`config.mk`:
```
export PLATFORM = sky130hd
export DESIGN_NAME = ivt_timer
export DESIGN_NICKNAME = d
export VERILOG_FILES = /design/src/rtl/ivt_pkg.sv /design/src/rtl/ivt_prescaler.sv /design/src/rtl/ivt_counter.sv /design/src/rtl/ivt_regs.sv /design/src/rtl/ivt_timer.sv
export SDC_FILE = /design/constraint.sdc
export NUM_CORES = 1
export LEC_CHECK = 0
export BUFFER_PORTS_ARGS = -buffer_cell sky130_fd_sc_hd__buf_2
export CAP_MARGIN = 20
export CORE_MARGIN = 2
export CORE_UTILIZATION = 40
export CTS_CLUSTER_DIAMETER = 150
export CTS_CLUSTER_SIZE = 25
export DETAILED_ROUTE_END_ITERATION = 7
export PLACE_DENSITY_LB_ADDON = 0.1
export SYNTH_ARGS = -nofsm -noshare
export SYNTH_HDL_FRONTEND = slang
export SYNTH_HIERARCHICAL = 1
export SYNTH_SLANG_ARGS = --single-unit
```
`constraint.sdc`:
```
create_clock -name clk -period 7.5 [get_ports clk]
set_clock_uncertainty 0.05 [all_clocks]
set_input_delay 0.375 -clock clk [delete_from_list [all_inputs] [get_ports clk]]
set_output_delay 0.375 -clock clk [all_outputs]
set_load 0.02 [all_outputs]
```
`src/rtl/ivt_pkg.sv`:
```
package ivt_pkg;

  localparam int unsigned CTRL_W     = 8;
  localparam int unsigned ADDR_W     = 3;
  localparam logic [CTRL_W-1:0] CTRL_RESET = 8'h20;

  typedef enum logic [ADDR_W-1:0] {
    OFF_RELOAD  = 3'd0,
    OFF_COUNT   = 3'd1,
    OFF_CTRL    = 3'd2,
    OFF_CLEAR   = 3'd3,
    OFF_RAW     = 3'd4,
    OFF_MASKED  = 3'd5,
    OFF_BGLOAD  = 3'd6,
    OFF_SPARE   = 3'd7
  } reg_off_e;

  typedef enum logic [1:0] {
    PRE_DIV1   = 2'b00,
    PRE_DIV16  = 2'b01,
    PRE_DIV256 = 2'b10,
    PRE_RSVD   = 2'b11
  } pre_sel_e;

  // Control layout, msb first; bit positions are visible to software.
  typedef struct packed {
    logic     run;       // 7
    logic     periodic;  // 6
    logic     irq_en;    // 5
    logic     spare;     // 4
    pre_sel_e pre;       // 3:2
    logic     wide;      // 1
    logic     oneshot;   // 0
  } ctrl_t;

endpackage

```
`src/rtl/ivt_prescaler.sv`:
```
module ivt_prescaler
  import ivt_pkg::*;
#(
  parameter int unsigned PRE_W    = 8,
  parameter int unsigned PRE_LO_W = 4
) (
  input  logic     clk,
  input  logic     rst_n,
  input  logic     run,
  input  logic     tick_en,
  input  pre_sel_e sel,
  input  logic     restart,
  output logic     cnt_tick
);

  logic [PRE_W-1:0] phase;
  logic             advance;

  function automatic logic phase_hit(pre_sel_e s, logic [PRE_W-1:0] p);
    case (s)
      PRE_DIV16:  return &p[PRE_LO_W-1:0];
      PRE_DIV256: return &p;
      default:    return 1'b1;
    endcase
  endfunction

  assign advance  = run && tick_en;
  assign cnt_tick = advance && phase_hit(sel, phase);

  always_ff @(posedge clk or negedge rst_n) begin
    if (!rst_n)       phase <= '0;
    else if (restart) phase <= '0;
    else if (advance) phase <= phase + 1'b1;
  end

  // with no enabled input tick the phase must not move
  a_r9_idle_holds_phase: assert property (@(posedge clk) disable iff (!rst_n)
    (!advance && !restart) |=> $stable(phase));

  // a restart request leaves the phase at zero
  a_r10_restart_zeroes: assert property (@(posedge clk) disable iff (!rst_n)
    restart |=> (phase == '0));

endmodule

```
`src/rtl/ivt_counter.sv`:
```
module ivt_counter #(
  parameter int unsigned DATA_W   = 32,
  parameter int unsigned NARROW_W = 16
) (
  input  logic              clk,
  input  logic              rst_n,
  input  logic              cnt_tick,
  input  logic              wide,
  input  logic              periodic,
  input  logic              oneshot,
  input  logic              load_wr,
  input  logic [DATA_W-1:0] load_data,
  input  logic [DATA_W-1:0] reload_val,
  output logic [DATA_W-1:0] count_q,
  output logic              expire
);

  logic [DATA_W-1:0] cnt_r;
  logic [DATA_W-1:0] mask;
  logic [DATA_W-1:0] cur;
  logic              halted;
  logic              step;

  function automatic logic [DATA_W-1:0] width_mask(logic w);
    return w ? {DATA_W{1'b1}} : {{(DATA_W-NARROW_W){1'b0}}, {NARROW_W{1'b1}}};
  endfunction

  function automatic logic [DATA_W-1:0] wrap_value(logic per, logic [DATA_W-1:0] rl,
                                                   logic [DATA_W-1:0] m);
    return per ? (rl & m) : m;
  endfunction

  assign mask    = width_mask(wide);
  assign cur     = cnt_r & mask;
  assign count_q = cur;
  assign step    = cnt_tick && !halted && !load_wr;
  assign expire  = step && (cur == '0);

  always_ff @(posedge clk or negedge rst_n) begin
    if (!rst_n) begin
      cnt_r  <= '0;
      halted <= 1'b0;
    end else if (load_wr) begin
      cnt_r  <= load_data & mask;
      halted <= 1'b0;
    end else if (step) begin
      if (cur != '0) begin
        cnt_r <= cur - 1'b1;
      end else if (oneshot) begin
        cnt_r  <= '0;
        halted <= 1'b1;
      end else begin
        cnt_r <= wrap_value(periodic, reload_val, mask);
      end
    end
  end

  // an immediate reload write shows at the count next cycle
  a_r3_load_restart: assert property (@(posedge clk) disable iff (!rst_n)
    load_wr |=> (count_q == ($past(load_data & mask) & mask)));

  // a tick on a nonzero count steps it down by one
  a_r5_decrement: assert property (@(posedge clk) disable iff (!rst_n)
    (step && cur != '0) |=> (count_q == (($past(cur) - 1'b1) & mask)));

  // a parked one-shot counter stays at zero until reloaded
  a_r8_oneshot_hold: assert property (@(posedge clk) disable iff (!rst_n)
    (halted && !load_wr) |=> (count_q == '0));

endmodule

```
`src/rtl/ivt_regs.sv`:
```
module ivt_regs
  import ivt_pkg::*;
#(
  parameter int unsigned DATA_W = 32
) (
  input  logic              clk,
  input  logic              rst_n,
  input  logic              reg_wr,
  input  logic [ADDR_W-1:0] reg_addr,
  input  logic [DATA_W-1:0] reg_wdata,
  input  logic              expire,
  input  logic [DATA_W-1:0] count_val,
  output ctrl_t             ctrl_q,
  output logic [DATA_W-1:0] reload_q,
  output logic              load_wr,
  output logic              ctrl_wr,
  output logic [DATA_W-1:0] reg_rdata,
  output logic              irq_out
);

  logic raw_q;
  logic clr_wr;
  logic bg_wr;
  logic masked;

  assign load_wr = reg_wr && (reg_off_e'(reg_addr) == OFF_RELOAD);
  assign ctrl_wr = reg_wr && (reg_off_e'(reg_addr) == OFF_CTRL);
  assign clr_wr  = reg_wr && (reg_off_e'(reg_addr) == OFF_CLEAR);
  assign bg_wr   = reg_wr && (reg_off_e'(reg_addr) == OFF_BGLOAD);
  assign masked  = raw_q && ctrl_q.irq_en;
  assign irq_out = masked;

  always_ff @(posedge clk or negedge rst_n) begin
    if (!rst_n) begin
      ctrl_q   <= ctrl_t'(CTRL_RESET);
      reload_q <= '0;
      raw_q    <= 1'b0;
    end else begin
      if (ctrl_wr)             ctrl_q   <= ctrl_t'(reg_wdata[CTRL_W-1:0]);
      if (load_wr || bg_wr)    reload_q <= reg_wdata;
      if (expire)              raw_q    <= 1'b1;
      else if (clr_wr)         raw_q    <= 1'b0;
    end
  end

  always_comb begin
    reg_rdata = '0;
    case (reg_off_e'(reg_addr))
      OFF_RELOAD, OFF_BGLOAD: reg_rdata = reload_q;
      OFF_COUNT:              reg_rdata = count_val;
      OFF_CTRL:               reg_rdata[CTRL_W-1:0] = ctrl_q;
      OFF_RAW:                reg_rdata[0] = raw_q;
      OFF_MASKED:             reg_rdata[0] = masked;
      default:                reg_rdata = '0;
    endcase
  end

  // an expiry is always recorded in the raw flag
  a_r11_expiry_sets_raw: assert property (@(posedge clk) disable iff (!rst_n)
    expire |=> raw_q);

  // a clear without a competing expiry drops the flag
  a_r11_clear_drops_raw: assert property (@(posedge clk) disable iff (!rst_n)
    (clr_wr && !expire) |=> !raw_q);

  // a background write leaves the control register untouched
  a_r4_bg_keeps_ctrl: assert property (@(posedge clk) disable iff (!rst_n)
    (bg_wr) |=> $stable(ctrl_q));

endmodule

```
`src/rtl/ivt_timer.sv`:
```
module ivt_timer
  import ivt_pkg::*;
#(
  parameter int unsigned DATA_W   = 32,
  parameter int unsigned NARROW_W = 16,
  parameter int unsigned PRE_W    = 8,
  parameter int unsigned PRE_LO_W = 4
) (
  input  logic              clk,
  input  logic              rst_n,
  input  logic              tick_en,
  input  logic              reg_wr,
  input  logic [2:0]        reg_addr,
  input  logic [31:0]       reg_wdata,
  output logic [31:0]       reg_rdata,
  output logic              irq_out
);

  ctrl_t             ctrl;
  logic [DATA_W-1:0] reload;
  logic [DATA_W-1:0] count;
  logic              load_wr;
  logic              ctrl_wr;
  logic              cnt_tick;
  logic              expire;

  ivt_regs #(.DATA_W(DATA_W)) u_regs (
    .clk       (clk),
    .rst_n     (rst_n),
    .reg_wr    (reg_wr),
    .reg_addr  (reg_addr),
    .reg_wdata (reg_wdata),
    .expire    (expire),
    .count_val (count),
    .ctrl_q    (ctrl),
    .reload_q  (reload),
    .load_wr   (load_wr),
    .ctrl_wr   (ctrl_wr),
    .reg_rdata (reg_rdata),
    .irq_out   (irq_out)
  );

  ivt_prescaler #(.PRE_W(PRE_W), .PRE_LO_W(PRE_LO_W)) u_pre (
    .clk      (clk),
    .rst_n    (rst_n),
    .run      (ctrl.run),
    .tick_en  (tick_en),
    .sel      (ctrl.pre),
    .restart  (ctrl_wr || load_wr),
    .cnt_tick (cnt_tick)
  );

  ivt_counter #(.DATA_W(DATA_W), .NARROW_W(NARROW_W)) u_cnt (
    .clk        (clk),
    .rst_n      (rst_n),
    .cnt_tick   (cnt_tick),
    .wide       (ctrl.wide),
    .periodic   (ctrl.periodic),
    .oneshot    (ctrl.oneshot),
    .load_wr    (load_wr),
    .load_data  (reg_wdata),
    .reload_val (reload),
    .count_q    (count),
    .expire     (expire)
  );

  // interrupt output never rises without interrupt enable
  a_r12_irq_needs_enable: assert property (@(posedge clk) disable iff (!rst_n)
    !ctrl.irq_en |-> !irq_out);

endmodule

```
-- Word level (Yosys, flattened, before mapping)
Index checks and enable logic that the tools add are counted.
- register bits: 82
- input port bits: 39
- output and inout port bits: 33
- logic and storage cells: 69
- $add $sub $neg: 2
- equality and inequality tests: 9
- mux-type cells: 18
- bitwise logic cells: 3
- reductions and logical operators: 25
- operators with widths (operator ; number):
    $mux W32 ; 6
    $and A32 B32 Y32 ; 3
    $pmux W24 S2 ; 1
    $logic_not A32 Y1 ; 1
    $reduce_bool A32 Y1 ; 1
    $sub A32 B1 Y32 const B ; 1
    $pmux W7 S3 ; 1
    $mux W8 ; 2
    $logic_and A1 B1 Y1 ; 10
    $eq A3 B3 Y1 const B ; 3
    $add A8 B1 Y8 const B ; 1
    $reduce_and A8 Y1 ; 1
    $reduce_bool A2 Y1 ; 4
    $eq A3 B2 Y1 const B ; 2
    $mux W1 ; 6
    $pmux W1 S5 ; 1
    $reduce_and A4 Y1 ; 1
    $eq A3 B1 Y1 const B ; 1
    $logic_not A3 Y1 ; 1
    $reduce_and A3 Y1 ; 1
    $eq A2 B1 Y1 const B ; 1
    $eq A2 B2 Y1 const B ; 1
    $logic_not A1 Y1 ; 2
    $logic_or A1 B1 Y1 ; 2
    other kinds (3) ; 3

-- Depth between registers and ports, before layout
Gate-level depths: netlist of the first run.
- depth after elaboration: 7
- gate-level depth with buffers: 12
- gate-level depth less buffers: 10

-- Modules after synthesis
The synthesis of the first run kept the hierarchy.
- modules (own cells, without submodules) (module ; instances ; cells an instance ; area an instance (um^2) ; sequential area each (um^2)):
    ivt_counter ; 1 ; 388 ; 2917.8 ; 825.8
    ivt_regs ; 1 ; 165 ; 2089.5 ; 1027.2
    ivt_prescaler ; 1 ; 49 ; 462.9 ; 200.2
    ivt_timer ; 1 ; 1 ; 6.3 ; 0.0

-- Worst setup path before layout of the first run
OpenSTA, ideal clock, no wires.
- path type: reg-to-reg
- from: register u_pre.phase[0]
- to: register u_cnt.cnt_r[17]
- library setup time: 0.087 ns
- data arrival time: 2.534 ns
- data required time: 7.363 ns
- setup slack: 4.829 ns
- stages on the path, launching flop included: 12
- path buffers: 2
- clock period less this slack: 2.671 ns
- path through: dfrtp_1 -> ha_1 -> nand2_1 -> or3_2 -> a21oi_1 -> nor2b_1 -> clkbuf_1 -> nand2b_1 -> nor4_1 -> buf_2 -> o21ai_0 -> o211ai_1
- word-level cells in the longest chain between the ends: 6
- elaborated cells between the ends (all ways): 7
- classes of those cells: mux (1); reduce/logical (6)
- ends and longest elaborated chain (what ; line ; RTL):
    start: declaration ; ivt_prescaler.sv:16 ; logic [PRE_W-1:0] phase;
    start signal: assignment ; ivt_prescaler.sv:33 ; else if (advance) phase <= phase + 1'b1;
    $reduce_and A8 Y1 / $reduce_and A4 Y1 (equally long branches) ; ivt_prescaler.sv:22, ivt_prescaler.sv:21 ;
    $pmux W1 S2 * ; ivt_prescaler.sv:20 ; case (s)
    $logic_and A1 B1 Y1 * ; ivt_prescaler.sv:28 ; assign cnt_tick = advance && phase_hit(sel, phase);
    via cnt_tick ; ivt_timer.sv:24 ; logic cnt_tick;
    $logic_and A1 B1 Y1 * (2 in series) ; ivt_counter.sv:36 ; assign step = cnt_tick && !halted && !load_wr;
    $reduce_bool A2 Y1 (no source line) * ; - ;
    end signal: assignment ; ivt_counter.sv:44 ; cnt_r <= load_data & mask;
    end signal: assignment ; ivt_counter.sv:48 ; cnt_r <= cur - 1'b1;
    end signal: assignment ; ivt_counter.sv:53 ; cnt_r <= wrap_value(periodic, reload_val, mask);
    end: declaration ; ivt_counter.sv:18 ; logic [DATA_W-1:0] cnt_r;
Mark *: on every way through the listed nets, which the timed path passes. The rest lies on a longest branch.
A chain may end at the register's enable or synchronous reset.

-- Worst setup path after layout of the first run
- from: register u_pre.phase[0]
- to: register u_cnt.cnt_r[21]
Same word-level chain as after synthesis.

==> metrics.md, run 1 <==
| Metric | Value |
|---|---|
| Core area | `around 13000 sq um` |
| Setup-failing EPs final | `0` |
| GRT Overall Usage | `0.2234` |
| Final-report hold violation count | `0` |
| Final net count | `~700` |
| First-pass GRT wire length | `25.67 mm` |
| Routed len/inst | `19.36 um` |
| Worst r2r src | `u_pre/phase[0]` |
| Post-Syn Area | `~5500 sq um` |
| Drt drc | `0` |
| Peak supply drop | `0.1129 mV` |
| Clock Latency Late Sink | `between 0.3 and 0.4 ns` |
| Multi-input logic area | `between 3000 and 4000 sq um` |
| Sequential element share of the synthesized area | `0.3749` |
| Vias | `4830` |
| Worst-margin pin slew | `approximately 1 ns` |
| CTS H-Tree Depth | `3` |
| Power Density | `around 300 nW/um^2` |
| DIE HEIGHT | `121.0 um` |
| Initial Util | `0.4119` |
| CTS sink count | `82` |
| Post-synth top cells | `dfrtp_1 (81), nand2_1 (50), a21oi_1 (48), nor2_1 (43), mux2_2 (40)` |
| Class of the worst hold path | `in -> reg` |
| Post-DRT Antenna Nets | `0` |
| Required @ worst endpoint | `just under 8 ns` |
| Layout cells sized above 1 | `0.2414` |
| Top cells by area, synth | `dfrtp_1 (37%), mux2_2 (8.2%), a21oi_1 (4.4%)` |
| Crit-path max FO | `13` |
| CTS tree | `done` |
| Io pins | `72` |
| Initial antenna violation count | `0` |
| Most frequent cell after synthesis | `dfrtp_1` |
| Setup TNS | `0 ns` |
| Leak | `approximately 0.0026 uW` |
| P_int | `1120 uW` |
| R2R depth | `10` |
| Seq pwr share | `0.399` |
| CP arrival | `3.98 ns` |
| Diode count | `0` |
| Setup slack, reg-to-reg | `between 3 and 4 ns` |
| Slew margin rel. | `0.3240` |
| Final-layout fill cell count | `~1300` |
| Area growth from synthesis to layout | `12.06%` |
| Post-CTS Setup Inserts | `0` |
| Post-synth ARST share | `1.000` |
| Max cap viols | `0` |
| Synth cell types | `between 70 and 80` |
| Clock power share | `0.245` |
| Fin. max-slew vios | `0` |
| Syn Inst Count | `603` |
| 1st-pass router iterations | `5` |
| RSZ-0062 raised after global routing | `false` |
| Post-layout min period | `approximately 3.8 ns` |
| TritonCTS Buffers | `9` |
| Site row count | `between 40 and 50` |
| Drt total wl | `~16 mm` |
| FF+latch count, synth | `82` |
| Mean Syn Cell Area | `~9 sq um` |
| Status | `complete, no violations` |
| Hold_sp | `reg_wdata[10]` |
| Largest area contributor in the synthesized netlist | `dfrtp_1` |
| Ys Warns | `6` |
| Max Freq | `~260 MHz` |
| Routability congestion estimate | `approximately 0.87` |
| Comb power frac | `0.357` |
| Net Count, Synth | `647` |
| Port Buf Inserts | `71` |
| CTS root buf | `clkbuf_16` |
| Top_reg_cell synth | `dfrtp_1` |
| WHS Path Cells | `2` |
| Sw Share | `0.3959` |
| Grt ovf | `0` |
| Sw Pwr | `between 700 and 800 uW` |
| Clock slew seen by the registers of the worst setup and hold paths | `roughly 0.070 ns` |
| Initial drt markers | `360` |
| Worst setup EP type | `flop` |
| Reg area | `between 2000 and 2500 sq um` |
| Worst Setup Start Kind | `flop` |
| Largest net degree at the start of global routing | `approximately 70` |
| Vias/cell | `approximately 5.9` |
| Post-DP HPWL | `slightly above 10 mm` |
| Period utilization | `0.5040` |
| Post-synth EDFFs | `0` |
| Vias in the first global route | `approximately 4700` |
| Max Root-Sink Buffers | `2` |
| Die W | `121.0 um` |
| Worst hold endpoint | `u_regs/reload_q[10]` |
| Die area | `approximately 15000 sq um` |
| Synth top area share | `0.3701` |
| Total power | `~1900 uW` |
| Setup CP Type | `reg -> reg` |
| Reg-to-Reg End | `u_cnt/cnt_r[21]` |
-- power groups by stage --
stage,Sequential [uW],Combinational [uW],Clock (uW)
floorplan,685,568,0
global placement,742,648,0
detailed placement,744,656,0
CTS,737,660,459
global route,760,736,484
finish,739,661,453
-- worst max-delay path by stage --
stage,from,end,cells past startpoint
floorplan,u_pre/phase[0],u_cnt/cnt_r[17],11
finish,u_pre/phase[0],u_cnt/cnt_r[21],10
global placement,u_pre/phase[0],u_cnt/cnt_r[17],10
global route,u_pre/phase[0],u_cnt/cnt_r[30],10
CTS,u_pre/phase[0],u_cnt/cnt_r[31],10
detailed placement,u_pre/phase[0],u_cnt/cnt_r[31],10
-- timing repair --
item                      4_1_cts  5_1_grt
gates resized for setup         0        0
hold buffers                    1        0
hold endpoints to repair       14        0
-- stage by stage --
| step | instance area [sq um] | hold WS (ns) | utilization | std cells | setup slack, ns |
|---|---|---|---|---|---|
| final | 6137 | 0.2285 | 0.4616 | 818 | 3.720 |
| after global routing | 6137 | 0.2255 | 0.4616 | 818 | 3.444 |
| after CTS | 6137 | 0.2255 | 0.4616 | 818 | 3.714 |
| after detailed placement | 5831 | 0.2006 | 0.4385 | 801 | 3.722 |
| after global placement | 5819 | 0.1993 | 0.4377 | 800 | 3.932 |
| after floorplan | 5477 | 0.02941 | - | 603 | 4.829 |
-- sequential cells by signal, indices dropped and copies added, names as in the netlist --
register and cells:
u_pre/phase 8, u_regs/reload_q 32, u_cnt/cnt_r 32, u_regs/raw_q 1, u_cnt/halted 1, u_regs/ctrl_q 8
-- critical path, cell delays in order, from the launching register on --
cell and delay [ns]:
dfrtp_1 0.38, ha_1 0.22, nand2_1 0.10, or3_2 0.45
a21oi_1 0.25, nor2b_1 0.74, nand2b_1 0.58, nor4_1 0.41
buf_4 0.25, o21ai_0 0.11, o211ai_1 0.14
-- cell usage in the layout (no fill, tap or decap), types with 2 or more instances in the layout --
cell       synthesis  final
clkinv_2           0      3
nand2_1           50     50
a22o_1            25     25
a31oi_1            5      5
nor3_4             2      2
o21ai_1           23     23
buf_4             20      9
nand3b_1           4      4
or2_1              3      3
nor3_1            14     13
xor2_1            12     12
o21bai_1           2      2
o31ai_1            7      7
nor3_2             1      2
nor2_1            43     42
nand2b_1           9      9
clkbuf_16          0      9
mux2_2            40     40
o21ai_0           24     24
nor4b_1            7      7
or3_1              6      6
or4_4              2      2
dfrtp_1           81     81
a22oi_1           13     13
buf_2             12     70
a21oi_1           48     48
ha_1               5      5
or4_1              7      7
nand4_1            3      3
and2_1            15     15
inv_1             12     12
xnor2_1            7      7
nor4_1             3      3
mux2i_1           11     11
nand3_1            9      9
o41a_1             2      2
o211ai_1          14     14
-- cells by family after synthesis --
group | count (synthesis) | share of synthesized area
adders and majority gates | 5 | 0.01142
and+or+nand+nor | 193 | 0.1983
buffers and inverters | 72 | 0.06694
AOI/OAI and AO/OA | 181 | 0.2157
xor gates and xnor gates | 19 | 0.03039
muxes | 51 | 0.1024
DFF | 82 | 0.3749
-- layout make-up --
type / count / area share
clock inverters: 5 / 0.008767
inverters: 14 / 0.008563
repair buffers: 81 / 0.07156
flip-flops and latches: 82 / 0.3346
well taps: 176 / 0.03588
clock buffers: 11 / 0.03955
multi-input cells: 449 / 0.5011
-- per-layer routing --
metal,part of all wire,global-route usage,vias to the layer above
met4,0.016,0.06831,0
met3,0.050,0.03665,25
met1,0.48,0.3175,2395
met2,0.45,0.3483,132
met5,0,0,-
li1,-,-,2278
Note: power is estimated with default switching activity, not from simulation.
==> run 2: changes to the inputs <==
Clock period 7.5 ns to 3.4 ns, I/O delays scaled along.
==> run 2 against run 1 <==
Effect of this change: critical path type unchanged; power up 120%; sequential power increased by 120%; highest routed layer unchanged; routed wire length increased by 1.2%; worst hold slack got worse by 0.21 ns; worst setup slack worse by 3.2 ns; largest cell class unchanged; utilization increased by 0.66 points; count of clock-buffer cells in the layout up 2.
==> metrics.md, run 2 (synthesized netlist as in run 1, its figures left out) <==
| Metric | Value |
|---|---|
| Most frequent CP cell | `buf_4` |
| Worst-margin pin slew | `~1.1 ns` |
| TritonCTS Buffers | `9` |
| Fin. max-slew vios | `0` |
| Vias | `4873` |
| Largest delay share family, worst path | `simple AND/OR/NAND/NOR gates` |
| CP arrival | `just over 3 ns` |
| Initial drt markers | `approximately 390` |
| CTS H-Tree Depth | `3` |
| DP Cell Count | `between 800 and 900` |
| Clock Latency Late Sink | `0.35 ns` |
| Final-layout fill cell count | `1295` |
| Power Density | `approximately 660 nW/um^2` |
| CTS sink count | `82` |
| Slew margin rel. | `0.2432` |
| Period utilization | `0.8363` |
| GRT Overall Usage | `0.2295` |
| Max Root-Sink Buffers | `2` |
| RSZ-0062 raised after global routing | `false` |
| 1st-pass router iterations | `5` |
| Vias/cell | `a little under 6` |
| Setup-failing EPs final | `0` |
| Class of the worst hold path | `in -> reg` |
| WP buf/inv | `2` |
| Post-DRT Antenna Nets | `0` |
| First-pass GRT wire length | `between 20 and 30 mm` |
| Non-Filler Instances | `about 830` |
| Status | `complete, no violations` |
| Required @ worst endpoint | `3.62 ns` |
| Final-report hold violation count | `0` |
| Site row count | `42` |
| Worst path slowest cell | `or3_2` |
| Vias in the first global route | `around 4700` |
| Die W | `between 100 and 150 um` |
| Final net count | `between 600 and 700` |
| Setup TNS | `0 ns` |
| DIE HEIGHT | `roughly 120 um` |
| Core area | `around 13000 sq um` |
| Drt total wl | `around 16 mm` |
| Post-DP HPWL | `about 11 mm` |
| Grt ovf | `0` |
| Clock slew seen by the registers of the worst setup and hold paths | `approximately 0.060 ns` |
| Max Freq | `about 350 MHz` |
| Io pins | `a little over 70` |
| Setup CP Type | `reg -> reg` |
| WHS Path Cells | `2` |
| Commonest non-fill, non-tap cell in the layout | `dfrtp_1` |
| Crit-path max FO | `6` |
| GR Util met2 | `0.3596` |
| CP max stage delay | `~0.45 ns` |
| CTS root buf | `clkbuf_16` |
| Largest net degree at the start of global routing | `between 70 and 80` |
| Drt drc | `0` |
| Initial Util | `0.4119` |
| Most frequent cells in the layout | `dfrtp_1 (81), buf_2 (70), nand2_1 (50)` |
| Worst path cell trace | `ha_1 > nand2_1 > or3_2 > a21oi_1 > nor2b_1 > nand2b_1 > buf_4 > nor4_1 > buf_4 > o21ai_0 > o211ai_1` |
| CTS tree | `done` |
| Peak supply drop | `between 0.3 and 0.4 mV` |
| Met1 usage | `0.3325` |
| Area growth from synthesis to layout | `13.66%` |
| Grt peak-use layer | `met2` |
| Port Buf Inserts | `71` |
| Worst setup EP type | `flop` |
| Top flop regs | `u_cnt/cnt_r: 32 flops, u_regs/reload_q: 32 flops` |
| Post-layout min period | `approximately 2.8 ns` |
| Diode count | `0` |
| Routed len/inst | `just under 20 um` |
| Layout cells sized above 1 | `0.2531` |
| Routability congestion estimate | `0.8380` |
| Crit path depth | `11` |
| Leak | `0.002656 uW` |
| Die area | `14640 sq um` |
| R2R depth | `11` |
| Initial antenna violation count | `0` |
| Met3 Use GR | `0.02914` |
| Max cap viols | `0` |
| Worst Setup Start Kind | `flop` |
==> run 2: cell types whose count changed in the layout (fill, tap and decap cells not counted), sizes merged <==
cell	change
buf	+10
bufinv	-1
clkbuf	+2
clkinv	-4
clkinvlp	+3
==> run 2: routing by layer <==
layer  wire (um)  part of all wire
met5           0                 0
met4         189             0.012
met3         868             0.054
met2        7424              0.46
met1        7552              0.47
==> run 2: timing repair <==
item | 4_1_cts | 5_1_grt
hold buffers | 1 | 0
gates resized for setup | 0 | 0
endpoints found under the setup margin | 0 | 0
buffers inserted | 0 | 0
endpoints found under the hold margin | 37 | 0
==> run 2: final cells by class <==
cell class	count	area (sq um)	share of cell area
Multi-Input combinational cell	449	3075	0.4941
Sequential cell	82	2053	0.3298
Timing Repair Buffer	91	530.5	0.08523
Clock buffer	13	270.3	0.04342
Tap cell	176	220.2	0.03538
Inverter	14	52.55	0.008442
Clock inverter	3	22.52	0.003618
==> run 2: path summary, 6_finish.rpt <==
path / start / end / slack [ns]
setup / recovery: u_pre/phase[0] / u_cnt/cnt_r[31] / 0.56
hold / removal: reg_wdata[30] / u_regs/reload_q[30] / 0.02
setup reg to reg: u_pre/phase[0] / u_cnt/cnt_r[31] / 0.56
hold reg to reg: u_regs/ctrl_q[4] / u_regs/ctrl_q[4] / 0.46
max in group asynchronous: rst_n / u_regs/ctrl_q[5] / 2.16
min in group asynchronous: rst_n / u_pre/phase[3] / 0.25
==> run 2: power by group <==
part / switching (uW) / internal (uW) / leakage, uW
Clock: 411 / 555 / 0.000134
Sequential: 376 / 1260 / 0.00102
Combinational: 853 / 651 / 0.00150
==> run 2: metrics by stage <==
stage	utilization	hold WS, ns	power, uW	cell area [sq um]	setup slack [ns]
after floorplan	-	-0.1756	2765	5477	0.7294
after global placement	0.4433	0.3546	3082	5894	0.6531
after detailed placement	0.4433	0.3492	3122	5894	0.6035
after CTS	0.4661	0.009827	4103	6197	0.5744
after global routing	0.4682	0.02470	4384	6225	0.2531
final	0.4682	0.01764	4102	6225	0.5565
